**config.mk**
```make
export PLATFORM = sky130hd
export DESIGN_NAME = regseq_top
export DESIGN_NICKNAME = d
export VERILOG_FILES = /design/src/rtl/seq_pkg.sv /design/src/rtl/seq_gain.sv /design/src/rtl/seq_xfer.sv /design/src/rtl/seq_ctrl.sv /design/src/rtl/regseq_top.sv
export SDC_FILE = /design/constraint.sdc
export NUM_CORES = 1
export LEC_CHECK = 0
export BUFFER_PORTS_ARGS = -buffer_cell sky130_fd_sc_hd__buf_2
export CAP_MARGIN = 25
export CORE_UTILIZATION = 50
export CTS_CLUSTER_DIAMETER = 60
export DETAILED_ROUTE_END_ITERATION = 12
export PLACE_DENSITY = 0.75
export SYNTH_ARGS = -nofsm -noshare
export SYNTH_HDL_FRONTEND = slang
export SYNTH_SLANG_ARGS = --single-unit
```
**constraint.sdc**
```tcl
create_clock -name clk -period 5.4 [get_ports clk]
set_input_delay 0.54 -clock clk [delete_from_list [all_inputs] [get_ports clk]]
set_output_delay 0.54 -clock clk [all_outputs]
set_load 0.05 [all_outputs]
```
**src/rtl/seq_pkg.sv**
```systemverilog
package seq_pkg;

    typedef enum logic [1:0] {
        X_IDLE,
        X_WAIT_READY,
        X_ISSUE,
        X_DRAIN
    } xfer_state_t;

    typedef enum logic [2:0] {
        C_IDLE,
        C_SET_RD_MODE,
        C_READ,
        C_SET_WR_MODE,
        C_WRITE,
        C_DONE
    } ctl_state_t;

    typedef enum logic [1:0] {
        OP_WRITE,
        OP_READ,
        OP_GAIN
    } op_t;

endpackage

```
**src/rtl/seq_gain.sv**
```systemverilog
module seq_gain #(
    parameter int DW       = 8,
    parameter int GW       = 4,
    parameter int GAIN_MAX = 12
) (
    input  logic [GW-1:0] code,
    input  logic [DW-1:0] cur,
    output logic [DW-1:0] merged
);
    localparam int            SHIFT    = DW - GW;
    localparam logic [GW-1:0] GMAX     = GW'(GAIN_MAX);
    localparam logic [DW-1:0] LOW_MASK = {{GW{1'b0}}, {SHIFT{1'b1}}};

    logic [GW-1:0] clamped;

    always_comb begin
        clamped = (code > GMAX) ? GMAX : code;
        merged  = (cur & LOW_MASK) | ({{SHIFT{1'b0}}, clamped} << SHIFT);
    end


    gain_clamp_chk: assert final (merged[DW-1:SHIFT] <= GMAX)
        else $error("gain field above limit");

endmodule

```
**src/rtl/seq_xfer.sv**
```systemverilog
module seq_xfer
    import seq_pkg::*;
#(
    parameter int AW    = 8,
    parameter int DW    = 8,
    parameter int CNT_W = 16
) (
    input  logic             clk,
    input  logic             rst_n,
    input  logic             go,
    input  logic             go_sel,
    input  logic [AW-1:0]    go_addr,
    input  logic [DW-1:0]    go_wdata,
    input  logic             go_rd,
    input  logic [CNT_W-1:0] limit,
    input  logic             eng_idle,
    input  logic [DW-1:0]    eng_rdata,
    output logic             eng_req,
    output logic             eng_sel,
    output logic [AW-1:0]    eng_addr,
    output logic [DW-1:0]    eng_wdata,
    output logic             eng_rd,
    output logic             fin,
    output logic             abort,
    output logic [DW-1:0]    rd_data
);
    xfer_state_t       state, state_nx;
    logic [CNT_W-1:0]  wait_cnt;
    logic              hit;
    logic              sel_q, rd_q, fin_q, abort_q;
    logic [AW-1:0]     addr_q;
    logic [DW-1:0]     wdata_q, data_q;

    assign hit = ({1'b0, wait_cnt} + {{CNT_W{1'b0}}, 1'b1}) >= {1'b0, limit};

    // state register
    always_ff @(posedge clk or negedge rst_n) begin
        if (!rst_n) state <= X_IDLE;
        else        state <= state_nx;
    end

    // next state
    always_comb begin
        state_nx = state;
        unique case (state)
            X_IDLE:       if (go)       state_nx = X_WAIT_READY;
            X_WAIT_READY: if (eng_idle) state_nx = X_ISSUE;
            X_ISSUE: begin
                if (!eng_idle)  state_nx = X_DRAIN;
                else if (hit)   state_nx = X_IDLE;
            end
            X_DRAIN:      if (eng_idle) state_nx = X_IDLE;
            default:                    state_nx = X_IDLE;
        endcase
    end

    // outputs and data path
    always_ff @(posedge clk or negedge rst_n) begin
        if (!rst_n) begin
            sel_q    <= 1'b0;
            rd_q     <= 1'b0;
            addr_q   <= '0;
            wdata_q  <= '0;
            data_q   <= '0;
            wait_cnt <= '0;
            fin_q    <= 1'b0;
            abort_q  <= 1'b0;
        end else begin
            fin_q   <= 1'b0;
            abort_q <= 1'b0;
            if (state == X_IDLE && go) begin
                sel_q   <= go_sel;
                rd_q    <= go_rd;
                addr_q  <= go_addr;
                wdata_q <= go_wdata;
            end
            if (state == X_WAIT_READY)
                wait_cnt <= '0;
            else if (state == X_ISSUE)
                wait_cnt <= wait_cnt + 1'b1;
            if (state == X_ISSUE && eng_idle && hit)
                abort_q <= 1'b1;
            if (state == X_DRAIN && eng_idle) begin
                fin_q <= 1'b1;
                if (rd_q) data_q <= eng_rdata;
            end
        end
    end

    assign eng_req   = (state == X_ISSUE);
    assign eng_sel   = sel_q;
    assign eng_addr  = addr_q;
    assign eng_wdata = wdata_q;
    assign eng_rd    = rd_q;
    assign fin       = fin_q;
    assign abort     = abort_q;
    assign rd_data   = data_q;


    req_after_idle_chk: assert property (@(posedge clk) disable iff (!rst_n)
        $rose(eng_req) |-> $past(eng_idle))
        else $error("request raised without idle");


    req_hold_chk: assert property (@(posedge clk) disable iff (!rst_n)
        (eng_req && eng_idle) |=> (eng_req || abort))
        else $error("request dropped before engine took it");


    req_fields_chk: assert property (@(posedge clk) disable iff (!rst_n)
        (eng_req && $past(eng_req)) |-> ($stable(eng_addr) && $stable(eng_wdata) && $stable(eng_sel)))
        else $error("request fields moved while presented");


    fin_after_return_chk: assert property (@(posedge clk) disable iff (!rst_n)
        fin |-> ($past(eng_idle) && $past(state == X_DRAIN)))
        else $error("transfer finished before idle returned");


    abort_cause_chk: assert property (@(posedge clk) disable iff (!rst_n)
        abort |-> $past(eng_req && eng_idle))
        else $error("abort without stalled request");

endmodule

```
**src/rtl/seq_ctrl.sv**
```systemverilog
module seq_ctrl
    import seq_pkg::*;
#(
    parameter int AW          = 8,
    parameter int DW          = 8,
    parameter int GW          = 4,
    parameter int MODE_ADDR   = 0,
    parameter int GAIN_ADDR   = 'h55,
    parameter int GAIN_MAX    = 12,
    parameter int MODE_RD_VAL = 1,
    parameter int MODE_WR_VAL = 0
) (
    input  logic          clk,
    input  logic          rst_n,
    input  logic          start,
    input  logic          sel,
    input  logic [AW-1:0] addr,
    input  logic [DW-1:0] wdata,
    input  logic          rd,
    input  logic          gain,
    input  logic [GW-1:0] gain_code,
    output logic          busy,
    output logic          done,
    output logic          err,
    output logic [DW-1:0] rdata,
    output logic          go,
    output logic          x_sel,
    output logic [AW-1:0] x_addr,
    output logic [DW-1:0] x_wdata,
    output logic          x_rd,
    input  logic          fin,
    input  logic          abort,
    input  logic [DW-1:0] x_rdata
);
    localparam logic [AW-1:0] MODE_A = AW'(MODE_ADDR);
    localparam logic [AW-1:0] GAIN_A = AW'(GAIN_ADDR);
    localparam logic [DW-1:0] M_RD   = DW'(MODE_RD_VAL);
    localparam logic [DW-1:0] M_WR   = DW'(MODE_WR_VAL);

    ctl_state_t    state, state_nx;
    op_t           op_q;
    logic          sel_q, armed, err_q;
    logic [AW-1:0] addr_q;
    logic [DW-1:0] wr_val, rdata_q, merged;
    logic [GW-1:0] code_q;
    logic          step;

    seq_gain #(.DW(DW), .GW(GW), .GAIN_MAX(GAIN_MAX)) u_gain (
        .code   (code_q),
        .cur    (x_rdata),
        .merged (merged)
    );

    assign step = (state == C_SET_RD_MODE) || (state == C_READ) ||
                  (state == C_SET_WR_MODE) || (state == C_WRITE);
    assign go   = step && !armed;

    // state register
    always_ff @(posedge clk or negedge rst_n) begin
        if (!rst_n) state <= C_IDLE;
        else        state <= state_nx;
    end

    // next state
    always_comb begin
        state_nx = state;
        unique case (state)
            C_IDLE:
                if (start) state_nx = (gain || rd) ? C_SET_RD_MODE : C_SET_WR_MODE;
            C_SET_RD_MODE:
                if (abort)    state_nx = C_IDLE;
                else if (fin) state_nx = C_READ;
            C_READ:
                if (abort)    state_nx = C_IDLE;
                else if (fin) state_nx = (op_q == OP_GAIN) ? C_SET_WR_MODE : C_DONE;
            C_SET_WR_MODE:
                if (abort)    state_nx = C_IDLE;
                else if (fin) state_nx = C_WRITE;
            C_WRITE:
                if (abort)    state_nx = C_IDLE;
                else if (fin) state_nx = C_DONE;
            C_DONE:           state_nx = C_IDLE;
            default:          state_nx = C_IDLE;
        endcase
    end

    // registered outputs and operands
    always_ff @(posedge clk or negedge rst_n) begin
        if (!rst_n) begin
            op_q    <= OP_WRITE;
            sel_q   <= 1'b0;
            addr_q  <= '0;
            code_q  <= '0;
            wr_val  <= '0;
            rdata_q <= '0;
            armed   <= 1'b0;
            err_q   <= 1'b0;
        end else begin
            if (state == C_IDLE && start) begin
                op_q   <= gain ? OP_GAIN : (rd ? OP_READ : OP_WRITE);
                sel_q  <= sel;
                addr_q <= addr;
                code_q <= gain_code;
                wr_val <= wdata;
                err_q  <= 1'b0;
            end
            if (go)               armed <= 1'b1;
            else if (fin || abort) armed <= 1'b0;
            if (abort) err_q <= 1'b1;
            if (fin && state == C_READ) begin
                if (op_q == OP_GAIN) wr_val  <= merged;
                else                 rdata_q <= x_rdata;
            end
            if (fin && state == C_WRITE) rdata_q <= wr_val;
        end
    end

    // transfer operands per step
    always_comb begin
        x_sel   = sel_q;
        x_addr  = (op_q == OP_GAIN) ? GAIN_A : addr_q;
        x_wdata = wr_val;
        x_rd    = 1'b0;
        unique case (state)
            C_SET_RD_MODE: begin x_addr = MODE_A; x_wdata = M_RD; end
            C_SET_WR_MODE: begin x_addr = MODE_A; x_wdata = M_WR; end
            C_READ:        x_rd = 1'b1;
            default:       ;
        endcase
    end

    assign busy  = (state != C_IDLE);
    assign done  = (state == C_DONE);
    assign err   = err_q;
    assign rdata = rdata_q;


    done_pulse_chk: assert property (@(posedge clk) disable iff (!rst_n)
        done |=> !done)
        else $error("done wider than one cycle");


    done_busy_chk: assert property (@(posedge clk) disable iff (!rst_n)
        done |-> busy)
        else $error("done outside busy");


    read_after_mode_chk: assert property (@(posedge clk) disable iff (!rst_n)
        (state == C_READ && $past(state) != C_READ) |-> $past(state) == C_SET_RD_MODE)
        else $error("read without read-mode prefix");


    write_after_mode_chk: assert property (@(posedge clk) disable iff (!rst_n)
        (state == C_WRITE && $past(state) != C_WRITE) |-> $past(state) == C_SET_WR_MODE)
        else $error("write without write-mode prefix");


    abort_err_chk: assert property (@(posedge clk) disable iff (!rst_n)
        abort |=> (err && !busy))
        else $error("abort did not raise error");

endmodule

```
**src/rtl/regseq_top.sv**
```systemverilog
module regseq_top
    import seq_pkg::*;
#(
    parameter int AW          = 8,
    parameter int DW          = 8,
    parameter int GW          = 4,
    parameter int CNT_W       = 16,
    parameter int MODE_ADDR   = 0,
    parameter int GAIN_ADDR   = 'h55,
    parameter int GAIN_MAX    = 12,
    parameter int MODE_RD_VAL = 1,
    parameter int MODE_WR_VAL = 0
) (
    input  logic             clk,
    input  logic             rst_n,
    input  logic             host_start,
    input  logic             host_sel,
    input  logic [AW-1:0]    host_addr,
    input  logic [DW-1:0]    host_wdata,
    input  logic             host_rd,
    input  logic             host_gain,
    input  logic [GW-1:0]    host_gain_code,
    input  logic [CNT_W-1:0] accept_limit,
    output logic             busy,
    output logic             done,
    output logic             err,
    output logic [DW-1:0]    rdata,
    output logic             eng_req,
    output logic             eng_sel,
    output logic [AW-1:0]    eng_addr,
    output logic [DW-1:0]    eng_wdata,
    output logic             eng_rd,
    input  logic             eng_idle,
    input  logic [DW-1:0]    eng_rdata
);
    logic          go, x_sel, x_rd, fin, abort;
    logic [AW-1:0] x_addr;
    logic [DW-1:0] x_wdata, x_rdata;

    seq_ctrl #(
        .AW(AW), .DW(DW), .GW(GW),
        .MODE_ADDR(MODE_ADDR), .GAIN_ADDR(GAIN_ADDR), .GAIN_MAX(GAIN_MAX),
        .MODE_RD_VAL(MODE_RD_VAL), .MODE_WR_VAL(MODE_WR_VAL)
    ) u_ctrl (
        .clk       (clk),
        .rst_n     (rst_n),
        .start     (host_start),
        .sel       (host_sel),
        .addr      (host_addr),
        .wdata     (host_wdata),
        .rd        (host_rd),
        .gain      (host_gain),
        .gain_code (host_gain_code),
        .busy      (busy),
        .done      (done),
        .err       (err),
        .rdata     (rdata),
        .go        (go),
        .x_sel     (x_sel),
        .x_addr    (x_addr),
        .x_wdata   (x_wdata),
        .x_rd      (x_rd),
        .fin       (fin),
        .abort     (abort),
        .x_rdata   (x_rdata)
    );

    seq_xfer #(.AW(AW), .DW(DW), .CNT_W(CNT_W)) u_xfer (
        .clk       (clk),
        .rst_n     (rst_n),
        .go        (go),
        .go_sel    (x_sel),
        .go_addr   (x_addr),
        .go_wdata  (x_wdata),
        .go_rd     (x_rd),
        .limit     (accept_limit),
        .eng_idle  (eng_idle),
        .eng_rdata (eng_rdata),
        .eng_req   (eng_req),
        .eng_sel   (eng_sel),
        .eng_addr  (eng_addr),
        .eng_wdata (eng_wdata),
        .eng_rd    (eng_rd),
        .fin       (fin),
        .abort     (abort),
        .rd_data   (x_rdata)
    );


    sel_steady_chk: assert property (@(posedge clk) disable iff (!rst_n)
        (busy && $past(busy) && eng_req) |-> $stable(eng_sel))
        else $error("converter select changed mid-access");

endmodule

```
# Word level (Yosys, flattened, before mapping)
# Cells that the tools add are included.
# word_totals
reg_bits	82
romBits	0
ram_bits	0
wordCells	107
n_memories	0
out_inout_bits	30
latchBits	0
# classes
n_bitwise	1
n_mux	39
n_shift	0
multipliers	0
magnitude_cmp	2
addsub	2
n_eq_ne	19
div_mod_pow	0
reduce_logical	26
# ops
operator	count
8-bit two-way mux	8
16-bit two-way mux	2
3-bit two-way mux	10
16-bit by 1-bit adder with 17-bit output (second input constant)	1
17-bit by 16-bit greater-or-equal comparator with 1-bit output	1
16-bit by 1-bit adder with 16-bit output (second input constant)	1
8-bit one-hot mux with 2 select lines	1
3-bit one-hot mux with 5 select lines	1
2-bit two-way mux	7
3-bit by 1-bit inequality test with 1-bit output (second input constant)	4
1-bit logical AND	8
1-bit two-way mux	8
2-bit inequality test (second input constant)	4
4-bit by 8-bit OR with 8-bit output	1
2-bit one-hot mux with 4 select lines	1
2-bit nonzero test	4
2-bit equality test (second input constant)	3
3-bit by 2-bit equality test with 1-bit output (second input constant)	2
3-bit equality test (second input constant)	2
1-bit logical OR	5
5-bit AND reduction	1
4-bit greater-than comparator (second input constant)	1
4-bit two-way mux	1
2-bit AND reduction	2
other kinds (10)	10

# Logic depth before layout (Yosys ltp)
# Gate-level depths: netlist (run 1).
# depth
depth_word	7
depth_mapped	13

# Modules after synthesis
# From an unflattened synthesis (run 1), not the netlist that was laid out.
# unflattened
cells_unflattened	425
area_unflattened_um2	4523.1
# by_module_without_submodules
module	area_per_inst_um2	cells_per_inst	instances
seq_xfer	2635.0	253	1
seq_ctrl	1835.5	164	1
seq_gain	52.6	8	1

# Least setup slack after synthesis (run 1)
# Ideal clock, no wire load.
# synth_timing
path_kind	reg2reg
start	reg u_xfer.wait_cnt[0]
end	reg u_xfer.state[0]
path_slack_ns	2.067
setup_ns	0.126
arrival_time_ns	3.207
stages_incl_launch_ff	14
synth_period_minus_slack_ns	3.333
path_cell_list	dfrtp_1 -> ha_1 -> nand2_1 -> or3_4 -> nor2b_1 -> nand2_1 -> xnor2_1 -> ha_1 -> nand3_1 -> or4b_1 -> o22ai_1 -> a211oi_1 -> o21a_1 -> o32a_1
# synth_via
elab_chain_cells	4
# synth_rtl
element	line	text
from (decl)	seq_xfer.sv:28	logic [CNT_W-1:0] wait_cnt;
from (signal assigned)	seq_xfer.sv:80	wait_cnt <= wait_cnt + 1'b1;
16-bit by 1-bit adder with 17-bit output	seq_xfer.sv:34	assign hit = ({1'b0, wait_cnt} + {{CNT_W{1'b0}}, 1'b1}) >= {1'b0, limit};
17-bit by 16-bit greater-or-equal comparator with 1-bit output	seq_xfer.sv:34	
3-bit by 2-bit inequality test with 1-bit output (no line)	-	
4-bit AND reduction (no line)	-	
to (signal assigned)	seq_xfer.sv:39	else state <= state_nx;
to (decl)	seq_xfer.sv:27	xfer_state_t state, state_nx;
# Every way passes these cells.
# A chain may end at the register's enable or synchronous reset.

# Worst setup path in the final report (run 1)
# layout_timing
start	reg u_xfer.wait_cnt[0]
end	reg u_xfer.state[1]
# Same word-level chain as after synthesis.

==> impl_metrics.py, run 1 <==
metrics = {
    "routing": {
        "drc": 0,
        "vias": 3382,
        "ant_nets": 0,
        "drtIter0Drc": 97,
        "routedWlPerCell_um": 14.7,
        "vias_per_cell": 5.47,
        "drt_first_pass_iters": 4,
        "wirelength_um": 9060,
    },
    "status": {
        "status": "completed",
    },
    "global_route": {
        "grt_antenna_before_repair": 0,
        "grt_pass1_vias": 3206,
        "grt_start_max_net_pins": 83,
        "grt_use_met1": 0.264,
        "use_met2": 0.361,
        "grt-ovfl-total": 0,
        "top_usage_layer": "met2",
        "grt_pass1_wl_um": 14600,
        "grt_util_met3": 0.0459,
        "grt.total_usage": 0.212,
    },
    "sta": {
        "fin_setup_tns_ps": 0,
        "min_period_over_period": 0.716,
        "skew_ps": 14.2,
        "hold_viol": 0,
        "worst_slew_margin_rel": 0.345,
        "timing.fmax_ghz": 0.259,
        "fin_crit_ps": 3870,
        "worst_slew_pin_slew_ps": 980,
        "holdWs_ps": 409,
        "rsz0062_at_grt": "false",
        "slew_violations": 0,
        "setup_viol": 0,
    },
    "logic_synthesis": {
        "synth_area_sq_um": 4280,
        "ys_seq_area_frac": 0.480,
        "ys.warnings.count": 0,
        "synthFlopType": "dfrtp_1",
        "synthMuxAreaShare": 0.103,
        "yosys.area_share.xor_xnor": 0.0287,
        "synth_nets": 503,
        "synth_edf_count": 0,
        "synthAdderAreaFrac": 0.0643,
        "synthArstFlopShare": 1.00,
        "post_synth.cell_area_avg_sq_um": 9.95,
        "synth_compound_area_frac": 0.138,
        "synth_cell_types": 48,
        "postSynthCellCount": 430,
        "synthSimpleGateAreaFrac": 0.146,
        "synth_top_family_by_area": "simple AND/OR/NAND/NOR gates",
        "ys_ff_latch": 82,
    },
    "clocking": {
        "clockBufferDepth": 2,
        "cts.sinks": 82,
        "cts.clk_slew.worst_paths_ps": 90,
        "cts.repair.resized": 0,
        "cts_htree_levels": 3,
        "cts_setup_buffers": 0,
        "cts_buffers": 9,
        "cts_root_buf": "clkbuf_8",
        "hold_buffers": 0,
        "clk_latency_ps": 360,
        "cts_tree": "yes",
    },
    "critical_path": {
        "crit_arrival_ps": 4100,
        "rr_startpoint": "u_xfer.wait_cnt[0]$_DFFE_PN0P_",
        "worstSetupPathType": "flip-flop to flip-flop",
        "cp_data_required_time_ps": 5640,
        "startpoint_type": "flip-flop",
        "crit_path_end_kind": "flip-flop",
        "critPathLaunch": "u_xfer.wait_cnt[0]$_DFFE_PN0P_",
        "path_max_fanout": 5,
    },
    "power_and_ir_drop": {
        "p_leak_nw": 2.43,
        "power_density_nw_per_um2": 534,
        "peakVddDrop_mv": 0.167,
        "total_power_mw": 2.66,
    },
    "placed_design": {
        "place.port_buffers": 80,
        "gp_congestion": 0.896,
        "dpl.hpwl_um": 6590,
    },
    "die": {
        "io_pins": 81,
        "core_area_sq_um": 8260,
        "start_util": 0.518,
        "rows": 33,
        "die_height_um": 94.5,
        "dieWidth_um": 94.5,
        "die_area_sq_um": 8930,
    },
    "final_layout": {
        "final_common_cell": "dfrtp_1",
        "final_cell_mix": "dfrtp_1 (82), buf_2 (79), nand2_1 (44)",
        "post-route-util": 0.604,
        "final_net_count": 581,
        "syn_to_final_growth_pct": 16.6,
        "antenna_cells": 0,
        "drive_gt1_frac": 0.250,
    },
    "hold_path": {
        "hp-class": "input pin to flip-flop",
        "worstHoldStart": "eng_rdata[5]",
    },
    "run": {
        "timing.max_cap.violations": 0,
    },
}
==> Yosys cell counts, drive strengths merged (2+ instances only) <==
master   n  share of area
o31ai    4         0.0070
and2     7          0.010
nand3b   2         0.0035
nor3     2         0.0047
nand2   44          0.039
inv     30          0.026
or3      3         0.0056
ha      22          0.064
a21o     3         0.0053
nor2b    5         0.0073
xnor2    9          0.018
dfrtp   82           0.48
nand2b   8          0.012
o22ai    2         0.0029
a22o     5          0.010
o21ai   39          0.046
xor2     5          0.010
nand3    8          0.011
mux2i   18          0.042
o21a     3         0.0053
mux2    23          0.061
clkbuf  15          0.013
a21oi   31          0.036
nor2    32          0.028
nand4    5         0.0073
and3     3         0.0044
==> metrics by stage <==
step | instances | setup WS [ps] | area, sq um
2_1_floorplan | 430 | 2070 | 4280
3_3_place_gp | 600 | 1880 | 4760
3_5_place_dp | 600 | 1610 | 4760
4_1_cts | 616 | 1590 | 4950
5_1_grt | 618 | 1240 | 4990
6_report | 618 | 1530 | 4990
==> power breakdown <==
group	internal, mW	switching, mW	leakage [nW]
clock	0.183	0.232	0.0891
combinational	0.407	0.799	1.30
sequential	0.853	0.189	1.04
total	1.44	1.22	2.43
==> critical path, cell delays in order (launching register included) <==
cell and delay [ps]:
dfrtp_1 440, ha_1 290, nand2_1 110, or3_4 410, nor2b_1 350, nand2_1 160
xnor2_1 160, ha_1 310, and3_1 180, a221o_1 300, a211oi_1 510, a2111oi_0 220
a211o_1 310
==> worst paths after layout <==
kind                                                   end  slack [ps]  cells after the start
max                            u_xfer.state[1]$_DFFE_PN0P_        1530                     12
min reg2reg                u_xfer.eng_wdata[6]$_DFFE_PN0P_         480                      2
max in group asynchronous     u_ctrl.addr_q[0]$_DFFE_PN0P_        4280                      3
min in group asynchronous         u_ctrl.x_sel$_DFFE_PN0P_         530                      2
max reg2reg                    u_xfer.state[1]$_DFFE_PN0P_        1530                     12
min                          u_xfer.rd_data[5]$_DFFE_PN0P_         410                      2
==> sequential cells by signal, summed over array words and instances, names as in the netlist, 2 cells and up <==
register          flops
u_ctrl.addr_q         8
u_xfer.rd_data        8
u_ctrl.rdata          8
u_xfer.eng_wdata      8
u_ctrl.code_q         4
u_xfer.wait_cnt      16
u_xfer.eng_addr       8
u_ctrl.op_q           2
u_xfer.state          2
u_ctrl.wr_val         8
u_ctrl.state          3
==> cell families after synthesis <==
group | count (synthesis)
muxes | 41
AOI/OAI and AO/OA | 100
and+or+nand+nor | 125
adders and majority gates | 22
DFF | 82
xor gates and xnor gates | 14
buffers and inverters | 46
==> layer usage <==
layer  vias up  routed length (um)
li1       1649                   -
met1      1630                4070
met2        90                4430
met3        13                 385
met4         0                 171
met5         -                   0
==> final cells by class <==
cell class | instances | area (sq um)
Inverter | 30 | 113
Tap cell | 105 | 131
Clock inverter | 6 | 50.0
Sequential cell | 82 | 2050
Multi-Input combinational cell | 302 | 2060
Fill cell | 711 | 3270
Timing Repair Buffer | 83 | 448
Clock buffer | 10 | 138
No activity file was read; power rests on OpenSTA's default activity.
==> run 2: changes to the inputs <==
Settings changed: ABC_AREA set to 1.
Clock period 5.4 ns to 3.8 ns, I/O delays scaled along.
==> run 2 against run 1 <==
Combinational power increased by 35%. Largest cell class is now flip-flops and latches. Routed wire length increased by 7.6%. Cell count increased by 19%. Global-route usage increased by 1.8 points. Maximum frequency increased by 38%.
==> impl_metrics.py, run 2 <==
metrics = {
    "status": {
        "status": "completed",
    },
    "logic_synthesis": {
        "synth_edf_count": 0,
        "synth_cell_types": 35,
        "ys_seq_area_frac": 0.466,
        "synth_top_cell_area_share": 0.466,
        "synthFlopType": "dfrtp_1",
        "synthArstFlopShare": 1.00,
        "yosys-top-cells-area": "dfrtp_1 (47%), nand2_1 (14%), ha_1 (6.2%)",
        "post_synth.cell_area_avg_sq_um": 8.08,
        "ys.warnings.count": 0,
        "synth_nets": 618,
        "yosysMostFrequentCell": "nand2_1",
        "synth_area_sq_um": 4410,
        "ys_top_cells_by_count": "nand2_1 (161), dfrtp_1 (82), inv_1 (71), nor2_1 (44), nand3_1 (34)",
        "postSynthCellCount": 545,
        "synth_area_leader_cell": "dfrtp_1",
        "ys_ff_latch": 82,
    },
    "sta": {
        "fin_crit_ps": 2800,
        "setup_viol": 0,
        "min_period_over_period": 0.737,
        "hold_viol": 0,
        "worst_slew_pin_slew_ps": 685,
        "skew_ps": 14.1,
        "slew_violations": 0,
        "rsz0062_at_grt": "false",
        "holdWs_ps": 16.7,
        "fin_setup_tns_ps": 0,
        "worst_slew_margin_rel": 0.543,
        "timing.fmax_ghz": 0.357,
    },
    "clocking": {
        "cts.sinks": 82,
        "cts.repair.resized": 0,
        "cts_root_buf": "clkbuf_8",
        "clockBufferDepth": 2,
        "hold_buffers": 0,
        "cts_tree": "yes",
        "cts_setup_buffers": 0,
        "cts_htree_levels": 3,
        "cts_buffers": 9,
        "clk_latency_ps": 350,
        "cts.clk_slew.worst_paths_ps": 80,
    },
    "routing": {
        "wirelength_um": 9750,
        "ant_nets": 0,
        "drtIter0Drc": 201,
        "vias": 3840,
        "drc": 0,
        "drt_first_pass_iters": 5,
        "routedWlPerCell_um": 13.3,
        "vias_per_cell": 5.23,
    },
    "hold_path": {
        "hp-class": "input pin to async pin",
    },
    "die": {
        "rows": 33,
        "die_height_um": 95.9,
        "core_area_sq_um": 8380,
        "start_util": 0.526,
        "io_pins": 81,
        "die_area_sq_um": 9190,
        "dieWidth_um": 95.9,
    },
    "placed_design": {
        "dpl.hpwl_um": 7090,
        "post_dp_cell_area_sq_um": 4850,
        "gp_congestion": 0.871,
        "place.port_buffers": 80,
    },
    "final_layout": {
        "final_common_cell": "nand2_1",
        "final_net_count": 697,
        "fin_area_sq_um": 5120,
        "post-route-util": 0.611,
        "largest_reg_flops": 16,
        "syn_to_final_growth_pct": 16.3,
        "final_cell_mix": "nand2_1 (161), dfrtp_1 (82), buf_2 (79)",
        "top_register": "u_xfer.wait_cnt",
        "fillCellCount": 756,
        "antenna_cells": 0,
        "drive_gt1_frac": 0.192,
    },
    "run": {
        "timing.max_cap.violations": 0,
    },
    "critical_path": {
        "rr_startpoint": "u_xfer.wait_cnt[0]$_DFFE_PN0P_",
        "crit_arrival_ps": 3030,
        "crit_path_end_kind": "flip-flop",
        "worstSetupPathType": "flip-flop to flip-flop",
        "startpoint_type": "flip-flop",
        "cp_data_required_time_ps": 4030,
        "critPathLaunch": "u_xfer.wait_cnt[0]$_DFFE_PN0P_",
        "reg2reg_depth": 20,
        "path_max_fanout": 5,
    },
    "global_route": {
        "grt_start_max_net_pins": 83,
        "grt-ovfl-total": 0,
        "grt_antenna_before_repair": 0,
        "grt_pass1_vias": 3607,
        "grt_pass1_wl_um": 16200,
        "grt.total_usage": 0.230,
    },
    "power_and_ir_drop": {
        "peakVddDrop_mv": 0.473,
        "power_density_nw_per_um2": 746,
        "p_leak_nw": 2.80,
    },
}
run 2: worst max-delay path, stage by stage, from the launching register on:
cell	delay [ps]
dfrtp_1	420
ha_1	210
nand3_1	160
inv_1	110
nand3_1	110
nor3_1	150
nand2_1	90
xor2_1	210
inv_1	70
ha_1	290
nand2_1	80
nor2_1	100
nand2_1	70
nor2_1	90
nand2_1	60
nand3_1	70
nor2_1	60
nand3_1	100
nand2_1	80
nand2_1	70
nand2_1	60
run 2: path summary, 6_finish.rpt:
path	endpoint	slack, ps
hold reg to reg	u_ctrl.err$_DFFE_PN0P_	480
hold / removal	u_ctrl.rdata[6]$_DFFE_PN0P_	20
setup / recovery	u_xfer.state[0]$_DFFE_PN0P_	1000
max in group asynchronous	u_xfer.wait_cnt[5]$_DFFE_PN0P_	3190
min in group clk	u_ctrl.code_q[3]$_DFFE_PN0P_	210
setup reg to reg	u_xfer.state[0]$_DFFE_PN0P_	1000
run 2: cell type report:
class                           count  area [sq um]  share of cell area
Clock buffer                       11           141              0.0276
Clock inverter                      5           110              0.0215
Inverter                           76           285              0.0557
Multi-Input combinational cell    373          1970               0.385
Sequential cell                    82          2050               0.401
Tap cell                          105           131              0.0256
Timing Repair Buffer               82           430              0.0840
run 2: per-layer routing:
layer | routed length (um) | vias up | track usage
li1 | - | 1914 | -
met1 | 4740 | 1804 | 0.327
met2 | 4380 | 103 | 0.353
met3 | 422 | 19 | 0.0355
met4 | 208 | 0 | 0.0896
met5 | 0 | - | 0
run 2: power breakdown:
group          internal (mW)  switching (mW)  total (mW)
Sequential              1.19           0.217        1.41
Clock                  0.461           0.325       0.786
Combinational          0.455            1.18        1.63
Total                   2.10            1.72        3.82
run 2: logic make-up (layout without fill, tap and decap cells):
group | Yosys count | in the layout | synth area share
mux | 8 | 8 | 0.0204
xor+xnor | 6 | 6 | 0.0119
buf+inv | 90 | 174 | 0.0866
flops | 82 | 82 | 0.466
simple gates | 265 | 265 | 0.258
fa+ha+maj | 22 | 22 | 0.0625
compound gates | 72 | 72 | 0.0949
run 2: stage by stage:
step / power (mW) / cells / worst slack [ps]
final: 3.82 / 734 / 998
after global routing: 4.10 / 734 / 712
after CTS: 3.84 / 733 / 1030
after detailed placement: 3.05 / 717 / 1100
after global placement: 3.01 / 717 / 1300
after floorplan: 2.64 / 545 / 1440
